===== src/rtl/kcs_host_pkg.sv =====
package kcs_host_pkg;

  typedef enum logic [1:0] {
    PH_IDLE  = 2'd0,
    PH_READ  = 2'd1,
    PH_WRITE = 2'd2,
    PH_ERROR = 2'd3
  } kcs_phase_e;

  typedef enum logic [1:0] {
    EX_WAIT = 2'd0,
    EX_RD   = 2'd1,
    EX_WR   = 2'd2
  } exec_e;

  localparam logic [7:0] CODE_ABORT  = 8'h60;
  localparam logic [7:0] CODE_WSTART = 8'h61;
  localparam logic [7:0] CODE_WEND   = 8'h62;
  localparam logic [7:0] CODE_RDACK  = 8'h68;

  localparam int ST_OBF = 0;
  localparam int ST_IBF = 1;

  typedef struct packed {
    logic       do_rd;
    logic       keep;
    logic       do_wr;
    logic       wr_cmd;
    logic [7:0] wr_byte;
  } host_plan_t;

  function automatic kcs_phase_e phase_of(input logic [7:0] st);
    return kcs_phase_e'(st[7:6]);
  endfunction

endpackage


===== src/rtl/kcs_evt_det.sv =====
module kcs_evt_det (
  input  logic clk,
  input  logic rst_n,
  input  logic ibf,
  input  logic obf,
  output logic evt
);
  logic ibf_q, obf_q;

  always_ff @(posedge clk) begin
    if (!rst_n) begin
      ibf_q <= 1'b0;
      obf_q <= 1'b0;
    end else begin
      ibf_q <= ibf;
      obf_q <= obf;
    end
  end

  // controller consumed our byte, or controller produced a byte
  assign evt = (ibf_q & ~ibf) | (~obf_q & obf);
endmodule


===== src/rtl/kcs_req_store.sv =====
module kcs_req_store #(
  parameter int MAX_MSG  = 64,
  parameter int LEN_IN_W = 8,
  parameter int AW       = 6,
  parameter int CW       = 7
) (
  input  logic                clk,
  input  logic                rst_n,
  input  logic                wr_en,
  input  logic [AW-1:0]       wr_addr,
  input  logic [7:0]          wr_data,
  input  logic                start,
  input  logic [LEN_IN_W-1:0] len,
  input  logic                adv,
  input  logic                clr,
  output logic                accepted,
  output logic [CW-1:0]       pend_len,
  output logic                is_last,
  output logic [7:0]          cur_byte
);
  logic [7:0]    mem [MAX_MSG];
  logic [CW-1:0] pos_q, len_q;

  function automatic logic [CW-1:0] fit_len(input logic [LEN_IN_W-1:0] n);
    if (n > LEN_IN_W'(MAX_MSG)) return CW'(MAX_MSG);
    return CW'(n);
  endfunction

  assign accepted = start && (len_q == '0) && (len != '0);

  always_ff @(posedge clk) begin
    if (wr_en && (len_q == '0))
      mem[wr_addr] <= wr_data;
  end

  always_ff @(posedge clk) begin
    if (!rst_n) begin
      pos_q <= '0;
      len_q <= '0;
    end else if (accepted) begin
      pos_q <= '0;
      len_q <= fit_len(len);
    end else if (clr) begin
      pos_q <= '0;
      len_q <= '0;
    end else if (adv) begin
      pos_q <= pos_q + 1'b1;
    end
  end

  assign pend_len = len_q;
  assign is_last  = (len_q != '0) && (pos_q == len_q - 1'b1);
  assign cur_byte = mem[pos_q[AW-1:0]];
endmodule


===== src/rtl/kcs_rsp_store.sv =====
module kcs_rsp_store #(
  parameter int MAX_MSG = 64,
  parameter int AW      = 6,
  parameter int CW      = 7
) (
  input  logic          clk,
  input  logic          rst_n,
  input  logic          push,
  input  logic [7:0]    push_data,
  input  logic          clr,
  input  logic [AW-1:0] rd_addr,
  output logic [7:0]    rd_data,
  output logic [CW-1:0] cnt
);
  logic [7:0]    mem [MAX_MSG];
  logic [CW-1:0] cnt_q;
  logic          room;

  assign room = (cnt_q < CW'(MAX_MSG));

  always_ff @(posedge clk) begin
    if (push && room)
      mem[cnt_q[AW-1:0]] <= push_data;
  end

  always_ff @(posedge clk) begin
    if (!rst_n)              cnt_q <= '0;
    else if (clr)            cnt_q <= '0;
    else if (push && room)   cnt_q <= cnt_q + 1'b1;
  end

  assign cnt     = cnt_q;
  assign rd_data = mem[rd_addr];
endmodule


===== src/rtl/kcs_host_seq.sv =====
module kcs_host_seq
  import kcs_host_pkg::*;
#(
  parameter int MAX_MSG  = 64,
  parameter int LEN_IN_W = 8,
  localparam int AW      = (MAX_MSG > 2) ? $clog2(MAX_MSG) : 1,
  localparam int CW      = $clog2(MAX_MSG + 1)
) (
  input  logic                clk,
  input  logic                rst_n,
  input  logic                req_wr_en,
  input  logic [AW-1:0]       req_wr_addr,
  input  logic [7:0]          req_wr_data,
  input  logic                req_start,
  input  logic [LEN_IN_W-1:0] req_len,
  input  logic [7:0]          ch_status,
  output logic                ch_rd_en,
  input  logic [7:0]          ch_rd_data,
  output logic                ch_wr_en,
  output logic                ch_wr_is_cmd,
  output logic [7:0]          ch_wr_data,
  input  logic [AW-1:0]       rsp_rd_addr,
  output logic [7:0]          rsp_rd_data,
  output logic                rsp_done,
  output logic [CW-1:0]       rsp_len
);
  // named internal events
  logic          evt_w, req_acc_w, eval_go_w;
  logic [CW-1:0] pend_len_w, rsp_cnt_w;
  logic          is_last_w;
  logic [7:0]    cur_byte_w;

  logic       ibf, obf;
  kcs_phase_e phase;
  assign ibf   = ch_status[ST_IBF];
  assign obf   = ch_status[ST_OBF];
  assign phase = phase_of(ch_status);

  exec_e      ex_q, ex_d;
  host_plan_t plan_d, plan_q;
  logic       eval_pend_q, last_hold_q;
  logic       adv, clr_req, clr_rsp, set_last, drop_last, deliver;
  logic       done_q;
  logic [CW-1:0] len_q;

  kcs_evt_det u_evt (
    .clk(clk), .rst_n(rst_n), .ibf(ibf), .obf(obf), .evt(evt_w)
  );

  kcs_req_store #(.MAX_MSG(MAX_MSG), .LEN_IN_W(LEN_IN_W), .AW(AW), .CW(CW)) u_req (
    .clk(clk), .rst_n(rst_n),
    .wr_en(req_wr_en), .wr_addr(req_wr_addr), .wr_data(req_wr_data),
    .start(req_start), .len(req_len),
    .adv(adv), .clr(clr_req),
    .accepted(req_acc_w), .pend_len(pend_len_w),
    .is_last(is_last_w), .cur_byte(cur_byte_w)
  );

  kcs_rsp_store #(.MAX_MSG(MAX_MSG), .AW(AW), .CW(CW)) u_rsp (
    .clk(clk), .rst_n(rst_n),
    .push((ex_q == EX_RD) && plan_q.keep), .push_data(ch_rd_data),
    .clr(clr_rsp), .rd_addr(rsp_rd_addr), .rd_data(rsp_rd_data),
    .cnt(rsp_cnt_w)
  );

  assign eval_go_w = (ex_q == EX_WAIT) && eval_pend_q;

  // decision taken once per evaluation
  always_comb begin
    plan_d    = '0;
    adv       = 1'b0;
    clr_req   = 1'b0;
    clr_rsp   = 1'b0;
    set_last  = 1'b0;
    drop_last = 1'b0;
    deliver   = 1'b0;
    if (eval_go_w) begin
      unique case (phase)
        PH_IDLE: begin
          if (obf) begin
            plan_d.do_rd = 1'b1;
            if (rsp_cnt_w != '0) begin
              deliver = 1'b1;
              clr_rsp = 1'b1;
            end
          end
          if (pend_len_w != '0) begin
            plan_d.do_wr   = 1'b1;
            plan_d.wr_cmd  = 1'b1;
            plan_d.wr_byte = CODE_WSTART;
            set_last       = 1'b1;
          end
        end
        PH_READ: begin
          if (obf) begin
            plan_d.do_rd   = 1'b1;
            plan_d.keep    = 1'b1;
            plan_d.do_wr   = 1'b1;
            plan_d.wr_byte = CODE_RDACK;
          end
        end
        PH_WRITE: begin
          if (!ibf && (pend_len_w != '0)) begin
            plan_d.do_wr = 1'b1;
            if (last_hold_q && is_last_w) begin
              plan_d.wr_cmd  = 1'b1;
              plan_d.wr_byte = CODE_WEND;
              drop_last      = 1'b1;
            end else begin
              plan_d.wr_byte = cur_byte_w;
              adv            = 1'b1;
              if (!last_hold_q) clr_req = 1'b1;
            end
          end
        end
        PH_ERROR: begin
          plan_d.do_rd = obf;
          clr_req      = 1'b1;
          clr_rsp      = 1'b1;
          drop_last    = 1'b1;
          if (!ibf) begin
            plan_d.do_wr   = 1'b1;
            plan_d.wr_cmd  = 1'b1;
            plan_d.wr_byte = CODE_ABORT;
          end
        end
        default: ;
      endcase
    end
  end

  always_comb begin
    ex_d = ex_q;
    unique case (ex_q)
      EX_WAIT: if (eval_go_w) begin
                 if (plan_d.do_rd)      ex_d = EX_RD;
                 else if (plan_d.do_wr) ex_d = EX_WR;
               end
      EX_RD:   ex_d = plan_q.do_wr ? EX_WR : EX_WAIT;
      EX_WR:   ex_d = EX_WAIT;
      default: ex_d = EX_WAIT;
    endcase
  end

  always_ff @(posedge clk) begin
    if (!rst_n) begin
      ex_q        <= EX_WAIT;
      plan_q      <= '0;
      eval_pend_q <= 1'b0;
      last_hold_q <= 1'b0;
      done_q      <= 1'b0;
      len_q       <= '0;
    end else begin
      ex_q        <= ex_d;
      eval_pend_q <= (eval_pend_q && !eval_go_w) || evt_w || req_acc_w;
      if (eval_go_w) plan_q <= plan_d;
      if (set_last)                  last_hold_q <= 1'b1;
      else if (drop_last || clr_req) last_hold_q <= 1'b0;
      done_q <= deliver;
      if (deliver) len_q <= rsp_cnt_w;
    end
  end

  assign ch_rd_en     = (ex_q == EX_RD);
  assign ch_wr_en     = (ex_q == EX_WR);
  assign ch_wr_is_cmd = plan_q.wr_cmd;
  assign ch_wr_data   = plan_q.wr_byte;
  assign rsp_done     = done_q;
  assign rsp_len      = done_q ? len_q : '0;
endmodule


===== config.mk =====
export PLATFORM = sky130hd
export DESIGN_NAME = kcs_host_seq
export DESIGN_NICKNAME = d
export VERILOG_FILES = /design/src/rtl/kcs_host_pkg.sv /design/src/rtl/kcs_evt_det.sv /design/src/rtl/kcs_req_store.sv /design/src/rtl/kcs_rsp_store.sv /design/src/rtl/kcs_host_seq.sv
export SDC_FILE = /design/constraint.sdc
export NUM_CORES = 1
export LEC_CHECK = 0
export ABC_AREA = 1
export ABC_CLOCK_PERIOD_IN_PS = 2450
export BUFFER_PORTS_ARGS = -buffer_cell sky130_fd_sc_hd__clkbuf_2
export CAP_MARGIN = 20
export CORE_UTILIZATION = 31
export CTS_CLUSTER_DIAMETER = 50
export CTS_CLUSTER_SIZE = 12
export DETAILED_ROUTE_END_ITERATION = 8
export GPL_ROUTABILITY_DRIVEN = 0
export PLACE_DENSITY = 0.44
export SLEW_MARGIN = 25
export SYNTH_ARGS = -nofsm -noshare
export SYNTH_HDL_FRONTEND = slang
export SYNTH_SLANG_ARGS = --single-unit

===== constraint.sdc =====
create_clock -name clk -period 2.45 [get_ports clk]
set_input_delay 0.49 -clock clk [delete_from_list [all_inputs] [get_ports clk]]
set_output_delay 0.49 -clock clk [all_outputs]
set_load 0.03 [all_outputs]

==> impl_metrics.env <==
export IMPL_worst_pin_slew_ns=0.7856
export IMPL_final_common_cell="edfxtp_1"
export IMPL_cts_buffers=121
export IMPL_setup_viol=8
export IMPL_drive_gt1_share_pct=16.85
export IMPL_cts_sinks=1076
export IMPL_p_leak_nw=19.18
export IMPL_post_place_ws_ns=-0.5797
export IMPL_antenna_found_initial=1
export IMPL_irDropWorstVdd_v=0.0006085
export IMPL_drtAntennaViolNets=0
export IMPL_worstSkewPairLatency_ns=0.77
export IMPL_cap_violations=0
export IMPL_path_clk_slew_ns=0.06
export IMPL_start_util_pct=31.38
export IMPL_clockBufferDepth=3
export IMPL_io_buffers=70
export IMPL_synth_seq_area_share_pct=72.25
export IMPL_dpl_cell_area_um2=49350
export IMPL_dieWidth_um=378.7
export IMPL_grt_use_total_pct=18.04
export IMPL_crit_path_max_fanout=1
export IMPL_syn_nets=3812
export IMPL_drc=0
export IMPL_io_pins=75
export IMPL_rsz0062_at_grt="true"
export IMPL_cp_required_ns=1.96
export IMPL_rrSetupSlack_ns=0.11
export IMPL_status="finished, violations left"
export IMPL_drv_slew=0
export IMPL_drt_pre_antenna_iters=5
export IMPL_die_area_um2=143400
export IMPL_synth_top_area_share_pct=69.89
export IMPL_ys_top_cells_by_area="edfxtp_1, nand2_1, nand3_1, nor2_1, o21ai_0"
export IMPL_criticalPathCategory="reg -> out"
export IMPL_hpwl_um=82980
export IMPL_grt_pass1_wl_um=191700
export IMPL_finalPower_mw=41.05
export IMPL_finClkSkew_ns=0.06901
export IMPL_tritoncts="built"
export IMPL_post_synth_cell_area_avg_um2=11.72
export IMPL_worst_slack_ns=-0.5873
export IMPL_slew_headroom_pct=47.63
export IMPL_power_density_nw_per_um2=761.8
export IMPL_hold_violations=0
export IMPL_yosysTopAreaCell="edfxtp_1"
export IMPL_synth_edf_count=1024
export IMPL_grt_max_degree=65
export IMPL_setup_tns_ns=-3.365
export IMPL_arrival_ns=2.55
export IMPL_startpoint_type="flop"
export IMPL_dieHeight_um=378.7
export IMPL_postLayoutCellArea_um2=53890
export IMPL_min_period_ns=3.037
export IMPL_vias=29530
export IMPL_synth_cells=3754
export IMPL_area_delta_synth_final_pct=22.47
export IMPL_hp_class="in -> reg"
export IMPL_overflow=0
export IMPL_grt_pass1_vias=28750
export IMPL_violations="negative setup slack"
export IMPL_fmax_mhz=329.2
export IMPL_netlist_area_um2=44000
export IMPL_holdWs_ns=0.1674
export IMPL_detail_route_vias_per_cell=4.868
export IMPL_routed_wl_um=129400
export IMPL_fin_crit_sh_pct=124.0
export IMPL_mostFrequentLayoutCells="edfxtp_1, nand2_1, nor2_1"
export IMPL_nNetsFinal=4161
export IMPL_synthArstFlopShare_pct=0
export IMPL_rows=137
export IMPL_synth_ff_latch_count=1076
export IMPL_yosys_warnings=0
export IMPL_drtIter0Drc=2233
export IMPL_synth_cell_types=43
export IMPL_htreeDepth=3
export IMPL_synthFlopType="edfxtp_1"
export IMPL_cts_root_buf="clkbuf_16"
export IMPL_end_kind="output port"
export IMPL_core_area_um2=140200
export IMPL_wl_per_cell_um=21.33
==> metal layers <==
metal	share of wire (%)	up-vias	global-route usage [%]
met2	45	639	27.79
met5	0	-	0
met4	2.7	0	5.858
li1	-	14060	-
met1	48	14660	26.19
met3	4.3	172	2.338
==> cell usage after synthesis (20+ instances only) <==
library cell	n
edfxtp_1	1024
clkbuf_1	96
nand2_1	629
o21ai_1	35
o21ai_0	331
nand3_1	419
o22ai_1	138
dfxtp_1	52
nor2_1	517
inv_1	180
o211ai_1	20
a21oi_1	75
buf_2	93
==> critical path, stage by stage (launching register included) <==
cell and delay [ns]:
edfxtp_1 0.35, o21ai_0 0.08, o22ai_1 0.22, nor2_1 0.08, o211ai_1 0.35, o211ai_1 0.31, nand2_1 0.21, clkbuf_8 0.18
==> where the power goes <==
part | switching (mW) | internal [mW]
clock | 7.72 | 11.1
combinational | 1.39 | 0.688
sequential | 0.0222 | 20.2
==> path summary, 6_finish.rpt <==
path | startpoint | to | cells past startpoint
worst max-delay path | u_rsp.mem[62][3] | rsp_rd_data[3] | 7
worst min-delay path | ch_status[7] | ex_q[0] | 3
worst max register to register | flop | ch_wr_data[4] | 10
worst min register to register | len_q[4] | len_q[4] | 2
==> state kept, by name, indices dropped and copies added, names as in the netlist, 2 cells and up, named ones only <==
name / flops
ch_wr_data: 8
len_q: 7
plan_q: 2
u_req.pos_q: 7
u_rsp.cnt: 7
u_req.mem: 512
u_req.pend_len: 7
u_rsp.mem: 512
ex_q: 2
==> logic make-up after synthesis <==
| group | Yosys count | share of synthesized area, % |
|---|---|---|
| adders and majority gates | 10 | 0.2844 |
| AOI/OAI and AO/OA | 638 | 8.036 |
| xor gates and xnor gates | 11 | 0.2190 |
| and+or+nand+nor | 1599 | 15.05 |
| DFF | 1076 | 72.25 |
| buffers and inverters | 420 | 4.152 |
==> layout make-up <==
class | instances | area, um2
fill | 13670 | 86330
sequential | 1076 | 31800
multi-input combinational | 2258 | 10670
timing repair buffer | 458 | 4207
clock buffer | 143 | 3120
tap | 1876 | 2347
clock inverter | 67 | 1017
inverter | 188 | 725.7
antenna | 1 | 2.502
==> stage by stage <==
step           instances  utilization, %
6_report            6067           38.43
5_1_grt             6067           38.43
4_1_cts             6064           38.33
3_5_place_dp        5855           35.19
3_3_place_gp        5855           35.19
2_1_floorplan       3754               -
==> repair_timing <==
item | 4_1_cts | 5_1_grt
buffers inserted | 0 | 2
pin swaps | 48 | 27
endpoints found under the setup margin | 46 | 710
hold endpoints to repair | 8 | 0
resized for setup | 88 | 57
hold buffers | 8 | 0
Power figures use the tool's default switching activity.
